===== src/rtl/cwd_pkg.sv =====
package cwd_pkg;
  localparam int WORD_W   = 16;
  localparam int DATA_W   = 8;
  localparam int ADDR_W   = 3;
  localparam int NUM_REGS = 6;
  localparam int NUM_CH   = 2;
  localparam int ADC_FLAG_BIT = 7;
  localparam int DAC_FLAG_BIT = 4;
  localparam int DIV_W    = 7;
  localparam int HOST_W   = 2;
  localparam int GPO_BIT  = 2;

  typedef struct packed {
    logic [ADDR_W-1:0] addr;
    logic              rd;
    logic              bcast;
    logic [2:0]        spare;
    logic [DATA_W-1:0] data;
  } ctl_word_t;
endpackage


===== src/rtl/cw_parse.sv =====
module cw_parse
  import cwd_pkg::*;
#(
  parameter int NCH   = NUM_CH,
  parameter int CH_W  = 1,
  parameter int NREG  = NUM_REGS,
  parameter int IDX_W = 3
) (
  input  logic              cw_valid,
  input  logic [WORD_W-1:0] cw_word,
  input  logic [CH_W-1:0]   cw_chan,
  output logic [NCH-1:0]    wr_en,
  output logic              rd_en,
  output logic [IDX_W-1:0]  reg_idx,
  output logic              idx_ok,
  output logic [DATA_W-1:0] wdata,
  output logic [ADDR_W-1:0] addr
);
  ctl_word_t w;
  assign w       = ctl_word_t'(cw_word);
  assign addr    = w.addr;
  assign wdata   = w.data;
  assign idx_ok  = (int'(w.addr) >= 1) && (int'(w.addr) <= NREG);
  assign reg_idx = IDX_W'(w.addr - ADDR_W'(1));
  assign rd_en   = cw_valid && w.rd;

  always_comb begin
    wr_en = '0;
    if (cw_valid && !w.rd && idx_ok) begin
      for (int c = 0; c < NCH; c++) begin
        if (w.bcast || (int'(cw_chan) == c)) wr_en[c] = 1'b1;
      end
    end
  end
endmodule


===== src/rtl/chan_regbank.sv =====
module chan_regbank
  import cwd_pkg::*;
#(
  parameter int NREG  = NUM_REGS,
  parameter int IDX_W = 3
) (
  input  logic                   clk,
  input  logic                   rst_n,
  input  logic                   wr_en,
  input  logic [IDX_W-1:0]       wr_idx,
  input  logic [DATA_W-1:0]      wr_data,
  input  logic                   frame_tick,
  input  logic                   adc_evt,
  input  logic                   dac_evt,
  input  logic                   flag_clr,
  output logic [NREG*DATA_W-1:0] stage_bus,
  output logic [NREG*DATA_W-1:0] active_bus
);
  localparam logic [DATA_W-1:0] RO_MASK =
    DATA_W'((1 << ADC_FLAG_BIT) | (1 << DAC_FLAG_BIT));

  logic [DATA_W-1:0] shadow [NREG];
  logic [DATA_W-1:0] active [NREG];
  logic              adc_flag, dac_flag;
  logic [NREG*DATA_W-1:0] active_pk;
  logic [DATA_W-1:0] flag_byte;

  always_ff @(posedge clk) begin
    if (!rst_n) begin
      for (int i = 0; i < NREG; i++) begin
        shadow[i] <= '0;
        active[i] <= '0;
      end
      adc_flag <= 1'b0;
      dac_flag <= 1'b0;
    end else begin
      if (frame_tick) begin
        for (int i = 0; i < NREG; i++) active[i] <= shadow[i];
      end
      if (wr_en) begin
        shadow[wr_idx] <= (wr_idx == '0) ? (wr_data & ~RO_MASK) : wr_data;
      end
      adc_flag <= adc_evt | (adc_flag & ~flag_clr);
      dac_flag <= dac_evt | (dac_flag & ~flag_clr);
    end
  end

  always_comb begin
    flag_byte = '0;
    flag_byte[ADC_FLAG_BIT] = adc_flag;
    flag_byte[DAC_FLAG_BIT] = dac_flag;
  end

  generate
    for (genvar g = 0; g < NREG; g++) begin : g_pack
      if (g == 0) begin : g_flags
        assign stage_bus[g*DATA_W +: DATA_W]  = shadow[g] | flag_byte;
        assign active_bus[g*DATA_W +: DATA_W] = active[g] | flag_byte;
      end else begin : g_plain
        assign stage_bus[g*DATA_W +: DATA_W]  = shadow[g];
        assign active_bus[g*DATA_W +: DATA_W] = active[g];
      end
      assign active_pk[g*DATA_W +: DATA_W] = active[g];
    end
  endgenerate

  AST_ACTIVE_HOLD: assert property (@(posedge clk) disable iff (!rst_n)
    !frame_tick |=> $stable(active_pk));
  AST_ADC_SET: assert property (@(posedge clk) disable iff (!rst_n)
    adc_evt |=> adc_flag);
  AST_ADC_STICKY: assert property (@(posedge clk) disable iff (!rst_n)
    (adc_flag && !flag_clr) |=> adc_flag);
  AST_DAC_NO_WRITE: assert property (@(posedge clk) disable iff (!rst_n)
    (!dac_flag && !dac_evt) |=> !dac_flag);
endmodule


===== src/rtl/rsp_unit.sv =====
module rsp_unit
  import cwd_pkg::*;
(
  input  logic              clk,
  input  logic              rst_n,
  input  logic              rd_en,
  input  logic [ADDR_W-1:0] rd_addr,
  input  logic [DATA_W-1:0] rd_content,
  input  logic              frame_tick,
  output logic              rd_valid,
  output logic [WORD_W-1:0] rd_data
);
  logic              pending;
  logic [WORD_W-1:0] hold;
  ctl_word_t         rsp;

  always_comb begin
    rsp       = '0;
    rsp.addr  = rd_addr;
    rsp.rd    = 1'b1;
    rsp.data  = rd_content;
  end

  always_ff @(posedge clk) begin
    if (!rst_n) begin
      pending  <= 1'b0;
      hold     <= '0;
      rd_valid <= 1'b0;
      rd_data  <= '0;
    end else begin
      rd_valid <= frame_tick & pending;
      if (frame_tick && pending) rd_data <= hold;
      if (rd_en) begin
        pending <= 1'b1;
        hold    <= rsp;
      end else if (frame_tick) begin
        pending <= 1'b0;
      end
    end
  end

  AST_RDV_AFTER_TICK: assert property (@(posedge clk) disable iff (!rst_n)
    rd_valid |-> $past(frame_tick));
  AST_RDV_ONE_CYCLE: assert property (@(posedge clk) disable iff (!rst_n)
    rd_valid |=> !rd_valid);
  AST_RDV_HOLD_DATA: assert property (@(posedge clk) disable iff (!rst_n)
    !rd_valid |-> $stable(rd_data));
endmodule


===== src/rtl/ctlword_decoder.sv =====
module ctlword_decoder
  import cwd_pkg::*;
#(
  parameter int NCH  = NUM_CH,
  parameter int CH_W = (NCH > 1) ? $clog2(NCH) : 1
) (
  input  logic                          clk,
  input  logic                          rst_n,
  input  logic                          cw_valid,
  input  logic [WORD_W-1:0]             cw_word,
  input  logic [CH_W-1:0]               cw_chan,
  input  logic                          frame_tick,
  input  logic [NCH-1:0]                adc_ovf_evt,
  input  logic [NCH-1:0]                dac_ovf_evt,
  output logic                          rd_valid,
  output logic [WORD_W-1:0]             rd_data,
  output logic [NCH*NUM_REGS*DATA_W-1:0] cfg_bus,
  output logic [NCH-1:0]                gpo,
  output logic [HOST_W*NCH-1:0]         host_sel,
  output logic [DIV_W*NCH-1:0]          div_mnp
);
  localparam int NREG   = NUM_REGS;
  localparam int IDX_W  = $clog2(NREG);
  localparam int BANK_W = NREG * DATA_W;
  localparam int REG2_LO = 1 * DATA_W;
  localparam int REG4_LO = 3 * DATA_W;

  logic [NCH-1:0]    wr_en;
  logic              rd_en;
  logic [IDX_W-1:0]  reg_idx;
  logic              idx_ok;
  logic [DATA_W-1:0] wdata;
  logic [ADDR_W-1:0] addr;
  logic [BANK_W-1:0] stage_all [NCH];
  logic [DATA_W-1:0] rd_content;
  logic              chan_ok;

  cw_parse #(.NCH(NCH), .CH_W(CH_W), .NREG(NREG), .IDX_W(IDX_W)) u_parse (
    .cw_valid (cw_valid),
    .cw_word  (cw_word),
    .cw_chan  (cw_chan),
    .wr_en    (wr_en),
    .rd_en    (rd_en),
    .reg_idx  (reg_idx),
    .idx_ok   (idx_ok),
    .wdata    (wdata),
    .addr     (addr)
  );

  assign chan_ok = int'(cw_chan) < NCH;

  generate
    for (genvar c = 0; c < NCH; c++) begin : g_ch
      logic [BANK_W-1:0] act;
      logic              clr;
      assign clr = rd_en && (int'(addr) == 1) && (int'(cw_chan) == c);

      chan_regbank #(.NREG(NREG), .IDX_W(IDX_W)) u_bank (
        .clk        (clk),
        .rst_n      (rst_n),
        .wr_en      (wr_en[c]),
        .wr_idx     (reg_idx),
        .wr_data    (wdata),
        .frame_tick (frame_tick),
        .adc_evt    (adc_ovf_evt[c]),
        .dac_evt    (dac_ovf_evt[c]),
        .flag_clr   (clr),
        .stage_bus  (stage_all[c]),
        .active_bus (act)
      );

      assign cfg_bus[c*BANK_W +: BANK_W]     = act;
      assign gpo[c]                          = act[REG2_LO + GPO_BIT];
      assign host_sel[c*HOST_W +: HOST_W]    = act[REG2_LO +: HOST_W];
      assign div_mnp[c*DIV_W +: DIV_W]       = act[REG4_LO +: DIV_W];
    end
  endgenerate

  always_comb begin
    rd_content = '0;
    if (idx_ok && chan_ok) begin
      for (int c = 0; c < NCH; c++) begin
        if (int'(cw_chan) == c) rd_content = stage_all[c][reg_idx*DATA_W +: DATA_W];
      end
    end
  end

  rsp_unit u_rsp (
    .clk        (clk),
    .rst_n      (rst_n),
    .rd_en      (rd_en),
    .rd_addr    (addr),
    .rd_content (rd_content),
    .frame_tick (frame_tick),
    .rd_valid   (rd_valid),
    .rd_data    (rd_data)
  );

  AST_UNDEF_READ_ZERO: assert property (@(posedge clk) disable iff (!rst_n)
    (rd_valid && (rd_data[15:13] == 3'd0 || rd_data[15:13] == 3'd7))
      |-> (rd_data[7:0] == 8'h00));
  AST_RSP_FORMAT: assert property (@(posedge clk) disable iff (!rst_n)
    rd_valid |-> (rd_data[12] && rd_data[11:8] == 4'h0));
endmodule


===== config.mk =====
export PLATFORM = sky130hd
export DESIGN_NAME = ctlword_decoder
export DESIGN_NICKNAME = d
export VERILOG_FILES = /design/src/rtl/cwd_pkg.sv /design/src/rtl/cw_parse.sv /design/src/rtl/chan_regbank.sv /design/src/rtl/rsp_unit.sv /design/src/rtl/ctlword_decoder.sv
export SDC_FILE = /design/constraint.sdc
export NUM_CORES = 1
export LEC_CHECK = 0
export BUFFER_PORTS_ARGS = -buffer_cell sky130_fd_sc_hd__buf_2
export CORE_MARGIN = 2
export CORE_UTILIZATION = 44
export CTS_BUF_LIST = sky130_fd_sc_hd__clkbuf_2 sky130_fd_sc_hd__clkbuf_4 sky130_fd_sc_hd__clkbuf_8
export CTS_CLUSTER_SIZE = 8
export DETAILED_ROUTE_END_ITERATION = 12
export MAX_ROUTING_LAYER = met4
export PLACE_DENSITY = 0.67
export SKIP_LAST_GASP = 1
export SYNTH_ARGS = -nofsm -noshare
export SYNTH_HDL_FRONTEND = slang
export SYNTH_SLANG_ARGS = --single-unit

===== constraint.sdc =====
create_clock -name clk -period 11.75 [get_ports clk]
set_input_delay 2.35 -clock clk [delete_from_list [all_inputs] [get_ports clk]]
set_output_delay 2.35 -clock clk [all_outputs]
set_load 0.01 [all_outputs]

* Word-level counts from Yosys, hierarchy flattened *
Memory sizes are Yosys's and may differ from the RTL's.
Index checks and enable logic that the tools add are counted.

storage, ports and cells
  register bits = 30
  output and inout bits = 133
  memories = 4
  bits of input ports = 25
  logic and storage cells = 97
  bits in writable memories = 192

memories
  memory                 depth  width  rd ports  clocked after Yosys merged registers in  wr ports  RTL line            source
  g_ch[0].u_bank.active  6      8      6         0                                        6         chan_regbank.sv:23  logic [DATA_W-1:0] active [NREG];
  g_ch[0].u_bank.shadow  6      8      6         0                                        6         chan_regbank.sv:22  logic [DATA_W-1:0] shadow [NREG];
  g_ch[1].u_bank.active  6      8      6         0                                        6         chan_regbank.sv:23
  g_ch[1].u_bank.shadow  6      8      6         0                                        6         chan_regbank.sv:22

cells by class
  bitwise operators = 28
  add/sub/neg operators = 1
  eq/ne operators = 1
  multiplexer cells = 36
  reductions and logical operators = 15
  shifts and indexed selects = 2
  order comparisons = 2

operators by type and width
  cell                 count
  $mux 8               17
  $shiftx 48x7->8      2
  $or 8x8->8           4
  $mux 1               16
  $or 1x1->1           16
  $reduce_or 8->1      2
  $logic_and 1x1->1    8
  $mux 3               2
  $and 1x1->1          5
  $eq 3x2->1 const B   1
  $ge 3x1->1 const B   1
  $le 3x3->1 const B   1
  $logic_not 3->1      1
  $not 1->1            3
  $sub 3x1->3 const B  1
  $logic_or 1x1->1     2
  $mux 2               1
  $reduce_bool 2->1    1
  $logic_not 1->1      1

* Logic depth before layout (Yosys ltp) *
Gate-level depths: netlist of run 1.

  depth in word-level cells = 9
  mapped depth = 9
  depth with buffers taken out = 6

* Hierarchy *
Synthesis of run 1 repeated with hierarchy kept, for this count alone.

second synthesis, totals
  cell total of the unflattened synthesis = 840
  area, all modules = 10,623.9 µm²

by module, submodules not included
  module                          seq. area each (µm²)  area an instance (µm²)  cells an instance  instances
  chan_regbank at g_ch[0].u_bank  2,922.8               4,166.5                 296                1
  chan_regbank at g_ch[1].u_bank  2,922.8               4,162.7                 295                1
  rsp_unit                        520.5                 1,069.8                 103                1
  ctlword_decoder                 0.0                   1,027.2                 119                1
  cw_parse                        0.0                   197.7                   27                 1

* Worst setup path after synthesis of run 1 *
No wires, ideal clock.

  kind = input port to flip-flop
  from = in frame_tick
  to = mem g_ch[0].u_bank.active[0][0] (enable)
  required time = 11.279 ns
  cell stages on the path = 2
  setup time = 0.471 ns
  arrival time = 4.926 ns
  path buffers = 1
  setup slack = 6.353 ns
  cells stage by stage = clkbuf_1 > nand2b_1

RTL lines
  element             RTL line               source
  start: declaration  ctlword_decoder.sv:12  input logic frame_tick,
  end: declaration    chan_regbank.sv:23

==> impl_results.md, run 1 <==
* Status: complete, no violations
* Critical path depth at 7
* DR vias at about 5.9k
* Delay-heaviest family, CP: buffers and inverters
* Overflow after GRT at 0
* WP buf/inv at 2
* Worst Path Max Fanout at 29
* Crit path to: g_ch[0].u_bank.shadow[4][6]
* CTS Buffer Depth at 3
* Crit path capture type: register
* Maximum vdd ir drop at approximately 0.000074 V
* CP max-delay cell: xor2_2
* End of the worst register-to-register path: u_rsp.hold[7]
* Final setup viols at 0
* Area of the die at around 25000 um2
* Worst reg2reg path startpoint: g_ch[1].u_bank.shadow[1][7]
* Cells after Synth at about 800
* Clk slew on worst S/H paths at 0.05 ns
* Post-CTS setup buffers at 0
* Boundary pin count at 158
* Post-CTS Hold Buffers at 0
* CP required at between 10 and 15 ns
* Critical path launch point type: input port
* Total clock sinks at between 200 and 250
* GRT Total Usage at 0.182
* Core ar. at roughly 23000 um2
* Pin count of the biggest net entering global routing at 126
* Syn avg cell area at roughly 13 um2
* Post-synth top cells: edfxtp_1, buf_4, and3_1, and2_1, nand2_1
* WL/cell at approximately 19 um
* Fin. Hold Viols at 0
* R2r worst-path depth at 3
* Drt pass-1 iters at 5
* Min Hold Slack at between 0.4 and 0.5 ns
* CTS tree: built
* Final critical-path share of the clock period at 0.458
* Worst rel slew slack at 0.321
* Die X-Extent at around 160 um
* RSZ-0062 raised after global routing: no
* Setup crit start: cw_word[13]
* Initial antenna violation count at 2
* Skew-Pair Late Insertion Delay at between 0.5 and 0.6 ns
* Final Critical Period at 5.38 ns
* Leading area contributor after synthesis: edfxtp_1
* WL final at approximately 22000 um
* Post-synth EDFFs at 192
* WP data arrival at 5.76 ns
* CTS root buf: clkbuf_8
* H-tree Lvls at 2
* Vias in the first global route at roughly 6k
* Synth-to-layout area growth at 7.62%
* Mapped Area at approximately 10000 um2
* Layout cell share with drive strength beyond 1 at 0.309
* Asr flop ratio synth at 0
* Post-synth top area share at 0.558
* Starting Density at 0.444
* Seq/Total Area, Yosys at 0.616
* Top_reg_cell synth: edfxtp_1
* Drt drc at 0
* PostCTS Resize Cnt at 0
* Synth unique cells at 48
* Clock Skew at between 0.015 and 0.02 ns
* Hold Path Class: register to register
* ANT nets after route at 0
* Top area cells in the synthesized netlist: edfxtp_1, buf_4, and3_1
* Fmax at ~190 MHz
* Final net count at between 800 and 900
* Final setup TNS at 0 ns
* Slew Viols, Final at 0
* Yosys warning total at 0
* Final RePlAce weighted congestion at 0.845
* Cts bufs inserted at 37
* Vias per inst at ~5.0
* Most numerous cell in the Yosys netlist: edfxtp_1
* DR iter-0 viols at 525
* Post-detail-place hpwl at between 10000 and 15000 um
* FF+latch count, synth at 222
* R2R setup slack at a little over 10 ns
* Max Cap Viol at 0
* Power per Cell Area at around 160 nW/um2
* First-pass GRT wire length at around 33000 um
* Slew @ Worst Pin at 1.02 ns
* Final instance area at approximately 11000 um2
* Row cnt at 56
* WS Path Type: input port to register
* Crit-path cells: buf_2, clkinv_1, ha_1, xor2_2, nand3_1, nor3_2, and2_1
* CP peak stage delay at just under 0.8 ns
* Die Y at about 160 um
* IO Port Bufs at 150
* Leak at around 4.7 nW
* Cell Area, Placed at 10400 um2
## registers in the layout, indices dropped and copies added, names as in the netlist
| signal | flops |
|---|---|
| u_rsp.pending | 1 |
| u_rsp.rd_valid | 1 |
| u_rsp.rd_data | 12 |
| g_ch.u_bank.shadow | 96 |
| g_ch.u_bank.adc_flag | 2 |
| u_rsp.hold | 12 |
| g_ch.u_bank.dac_flag | 2 |
| g_ch.u_bank.active | 96 |
## how the worst min path moves through the flow
stage	to	slack (ns)	depth (start not counted)	start
after floorplan	u_rsp.hold[4]	0.42	2	u_rsp.hold[4]
after global placement	u_rsp.hold[12]	0.45	1	u_rsp.hold[12]
after detailed placement	u_rsp.rd_data[13]	0.46	2	u_rsp.rd_data[13]
after CTS	u_rsp.rd_data[7]	0.47	2	u_rsp.rd_data[7]
after global routing	u_rsp.rd_data[7]	0.48	2	u_rsp.rd_data[7]
final	u_rsp.rd_data[7]	0.46	2	u_rsp.rd_data[7]
## layer usage
metal  global-route usage  part of all wire  vias up
li1                     -                 -     2791
met1                0.245              0.45     2843
met2                0.276              0.47      224
met3               0.0374             0.060       43
met4               0.0628             0.023        0
met5                    -                 0        -
## cell type report
type	instances	area, um2
well taps	319	399
clock inverters	4	22.5
inverters	8	30.0
clock buffers	61	714
fillers	2087	12100
diodes	2	5.00
repair buffers	159	818
multi-input cells	398	2760
flip-flops and latches	222	6370
## power by group
part,switching (mW),internal [mW]
Sequential,0.0212,0.907
Combinational,0.0951,0.0569
Clock,0.298,0.382
Total,0.415,1.35
## per-stage QoR
step | cells | util | total power [mW] | setup WS, ns
final | 1173 | 0.478 | 1.76 | 6.37
after global routing | 1173 | 0.478 | 1.83 | 6.16
after CTS | 1171 | 0.478 | 1.77 | 6.42
after detailed placement | 1106 | 0.446 | 1.10 | 5.88
after global placement | 1106 | 0.446 | 1.10 | 5.99
after floorplan | 798 | - | 1.07 | 6.35
## cells in the final DEF (no fill, tap or decap), drive strengths merged, types with 13 or more instances in the layout
cell	instances
and3	110
nor2	23
a21boi	18
nor3	13
nand3	21
edfxtp	192
dfxtp	30
clkbuf	61
mux4	21
nand2	51
buf	159
and2	67
## worst min-delay path: cells and delay by family, from the launching register on
family          cells  cell delay [ns]
simple gates        1             0.05
compound gates      1             0.06
flops               1             0.30
## cells by family after synthesis
group,after synthesis,share of synthesized area
xor gates and xnor gates,2,0.00242
other,1,0.000363
DFF,222,0.616
AOI/OAI and AO/OA,47,0.0304
adders and majority gates,3,0.00363
muxes,31,0.0556
buffers and inverters,178,0.118
and+or+nand+nor,311,0.173
Note: power is estimated with default switching activity, not from simulation.
==> inputs of run 2 (changes only) <==
--- a/config.mk
+++ b/config.mk
@@ -12,7 +12,7 @@
 export CTS_CLUSTER_SIZE = 8
 export DETAILED_ROUTE_END_ITERATION = 12
 export MAX_ROUTING_LAYER = met4
-export PLACE_DENSITY = 0.67
+export PLACE_DENSITY = 0.7
 export SKIP_LAST_GASP = 1
 export SYNTH_ARGS = -nofsm -noshare
 export SYNTH_HDL_FRONTEND = slang
==> constraint.sdc (replaced) <==
create_clock -name clk -period 4.5 [get_ports clk]
set_input_delay 0.9 -clock clk [delete_from_list [all_inputs] [get_ports clk]]
set_output_delay 0.9 -clock clk [all_outputs]
set_load 0.01 [all_outputs]
==> impl_results.md, run 2 (same netlist as run 1, synthesis figures left out) <==
* Vias per inst at about 5.1
* Skew-Pair Late Insertion Delay at 0.52 ns
* WP buf/inv at 1
* Clock Skew at approximately 0.023 ns
* GRT Total Usage at 0.186
* Pin count of the biggest net entering global routing at 98
* Final net count at between 800 and 900
* First-pass GRT wire length at between 30000 and 40000 um
* Drt pass-1 iters at 5
* CTS Buffer Depth at 3
* Final setup TNS at 0 ns
* WP data arrival at slightly above 3 ns
* Drt drc at 0
* Leak at 4.78 nW
* Overflow after GRT at 0
* Total clock sinks at around 220
* Row cnt at 56
* Critical path launch point type: input port
* Top Registers: g_ch.u_bank.active x96, g_ch.u_bank.shadow x96
* Hold wc startpoint: u_rsp.rd_data[4]
* Hold Path Class: register to register
* Final core utilization at 0.482
* PostCTS Resize Cnt at 0
* Setup crit start: cw_word[13]
* Slew Viols, Final at 0
* Fin. Hold Viols at 0
* Dpl ws at between 1 and 1.5 ns
* WS Path Type: input port to register
* Final critical-path share of the clock period at 0.649
* Die X-Extent at roughly 160 um
* WL final at between 20000 and 25000 um
* Clk slew on worst S/H paths at about 0.060 ns
* Post-CTS Hold Buffers at 0
* Delay-heaviest family, CP: simple AND/OR/NAND/NOR gates
* Post-CTS setup buffers at 0
* Fmax at 343 MHz
* Post-detail-place hpwl at approximately 15000 um
* Max Cap Viol at 0
* ANT nets after route at 0
* CTS root buf: clkbuf_8
* Share of power burned in registers at 0.521
* Final setup viols at 0
* WL/cell at between 15 and 20 um
* P_int at 3.57 mW
* CP max-delay cell: and3_1
* Synth-to-layout area growth at 8.49%
* CP peak stage delay at roughly 0.7 ns
* Crit path capture type: register
* Final RePlAce weighted congestion at about 0.85
* Layout cell share with drive strength beyond 1 at 0.315
* Maximum vdd ir drop at between 0.00015 and 0.0002 V
* Worst reg2reg path startpoint: g_ch[1].u_bank.shadow[4][0]
* Fillers at 2096
* Worst Path Max Fanout at 24
* Core ar. at around 23000 um2
* DR iter-0 viols at ~570
* Switching Fraction at 0.232
* Most frequent cells in the layout: edfxtp_1, buf_2, and3_1, and2_1, nand2_1
* Area of the die at 24700 um2
* Final Critical Period at 2.92 ns
* Die Y at about 160 um
* Crit-path cells: buf_2, ha_1, or4_4, and3_1, nand3_1, nand2_1
* DR vias at about 6.0k
* CP required at 4.65 ns
* Cts bufs inserted at 37
* Combinational Power Share at 0.087
* Most common cell after layout, fill and taps aside: edfxtp_1
* Starting Density at 0.444
* Worst rel slew slack at 0.311
* IO Port Bufs at 150
* Status: complete, no violations
* Vias in the first global route at roughly 6k
* H-tree Lvls at 2
* RSZ-0062 raised after global routing: no
* Boundary pin count at about 160
* Power per Cell Area at ~410 nW/um2
* Clock power share at 0.391
* Initial antenna violation count at 2
* CTS tree: built
* Slew @ Worst Pin at between 1 and 1.5 ns
* Sw power at around 1.1 mW
* Final worst setup slack at 1.58 ns
## run 2: cell types whose count changed in the layout (fill, tap and decap cells not counted)
cell        change
bufinv_16       +1
clkinv_2        +2
clkbuf_4        -1
buf_4           +6
clkinvlp_4      -1
buf_12          +1
## run 2: worst paths after layout
check                                 to  slack [ns]  cells past startpoint
max reg2reg                u_rsp.hold[0]        3.10                      3
max          g_ch[1].u_bank.shadow[2][3]        1.58                      6
min reg2reg             u_rsp.rd_data[4]        0.47                      2
min                     u_rsp.rd_data[4]        0.47                      2
## run 2: tightest hold or removal path, delay by kind of cell, from the launching register on
kind	cells	cell delay (ns)
flip-flops	1	0.31
AO/OA/AOI/OAI	1	0.06
AND/OR/NAND/NOR	1	0.05
## run 2: cell type report
type / count / area, um2 / share of cell area
multi-input combinational: 398 / 2760 / 0.247
tap: 319 / 399 / 0.0356
timing repair buffer: 166 / 883 / 0.0788
sequential: 222 / 6370 / 0.568
inverter: 8 / 30.0 / 0.00268
clock buffer: 60 / 707 / 0.0631
clock inverter: 6 / 55.1 / 0.00491
antenna: 2 / 5.00 / 0.000446
## run 2: per-stage QoR
stage	hold WS [ns]	power, mW	std cells	cell area [um2]
final	0.465	4.65	1181	11200
after global routing	0.489	4.82	1181	11200
after CTS	0.465	4.69	1179	11200
after detailed placement	0.451	2.87	1113	10400
after global placement	0.448	2.86	1113	10400
after floorplan	0.425	2.80	798	10300
## run 2: power groups by stage
| stage | clock network, mW | registers (mW) | logic (mW) |
|---|---|---|---|
| final | 1.82 | 2.42 | 0.405 |
| after global routing | 1.94 | 2.44 | 0.440 |
| after CTS | 1.86 | 2.42 | 0.408 |
| after detailed placement | 0 | 2.46 | 0.407 |
| after global placement | 0 | 2.46 | 0.399 |
| after floorplan | 0 | 2.44 | 0.357 |
## run 2: per-layer routing
| metal | share of wire | GRT usage | wire, um |
|---|---|---|---|
| met1 | 0.42 | 0.240 | 9350 |
| met2 | 0.48 | 0.282 | 10600 |
| met3 | 0.068 | 0.0441 | 1500 |
| met4 | 0.032 | 0.0788 | 709 |
| met5 | 0 | - | 0 |
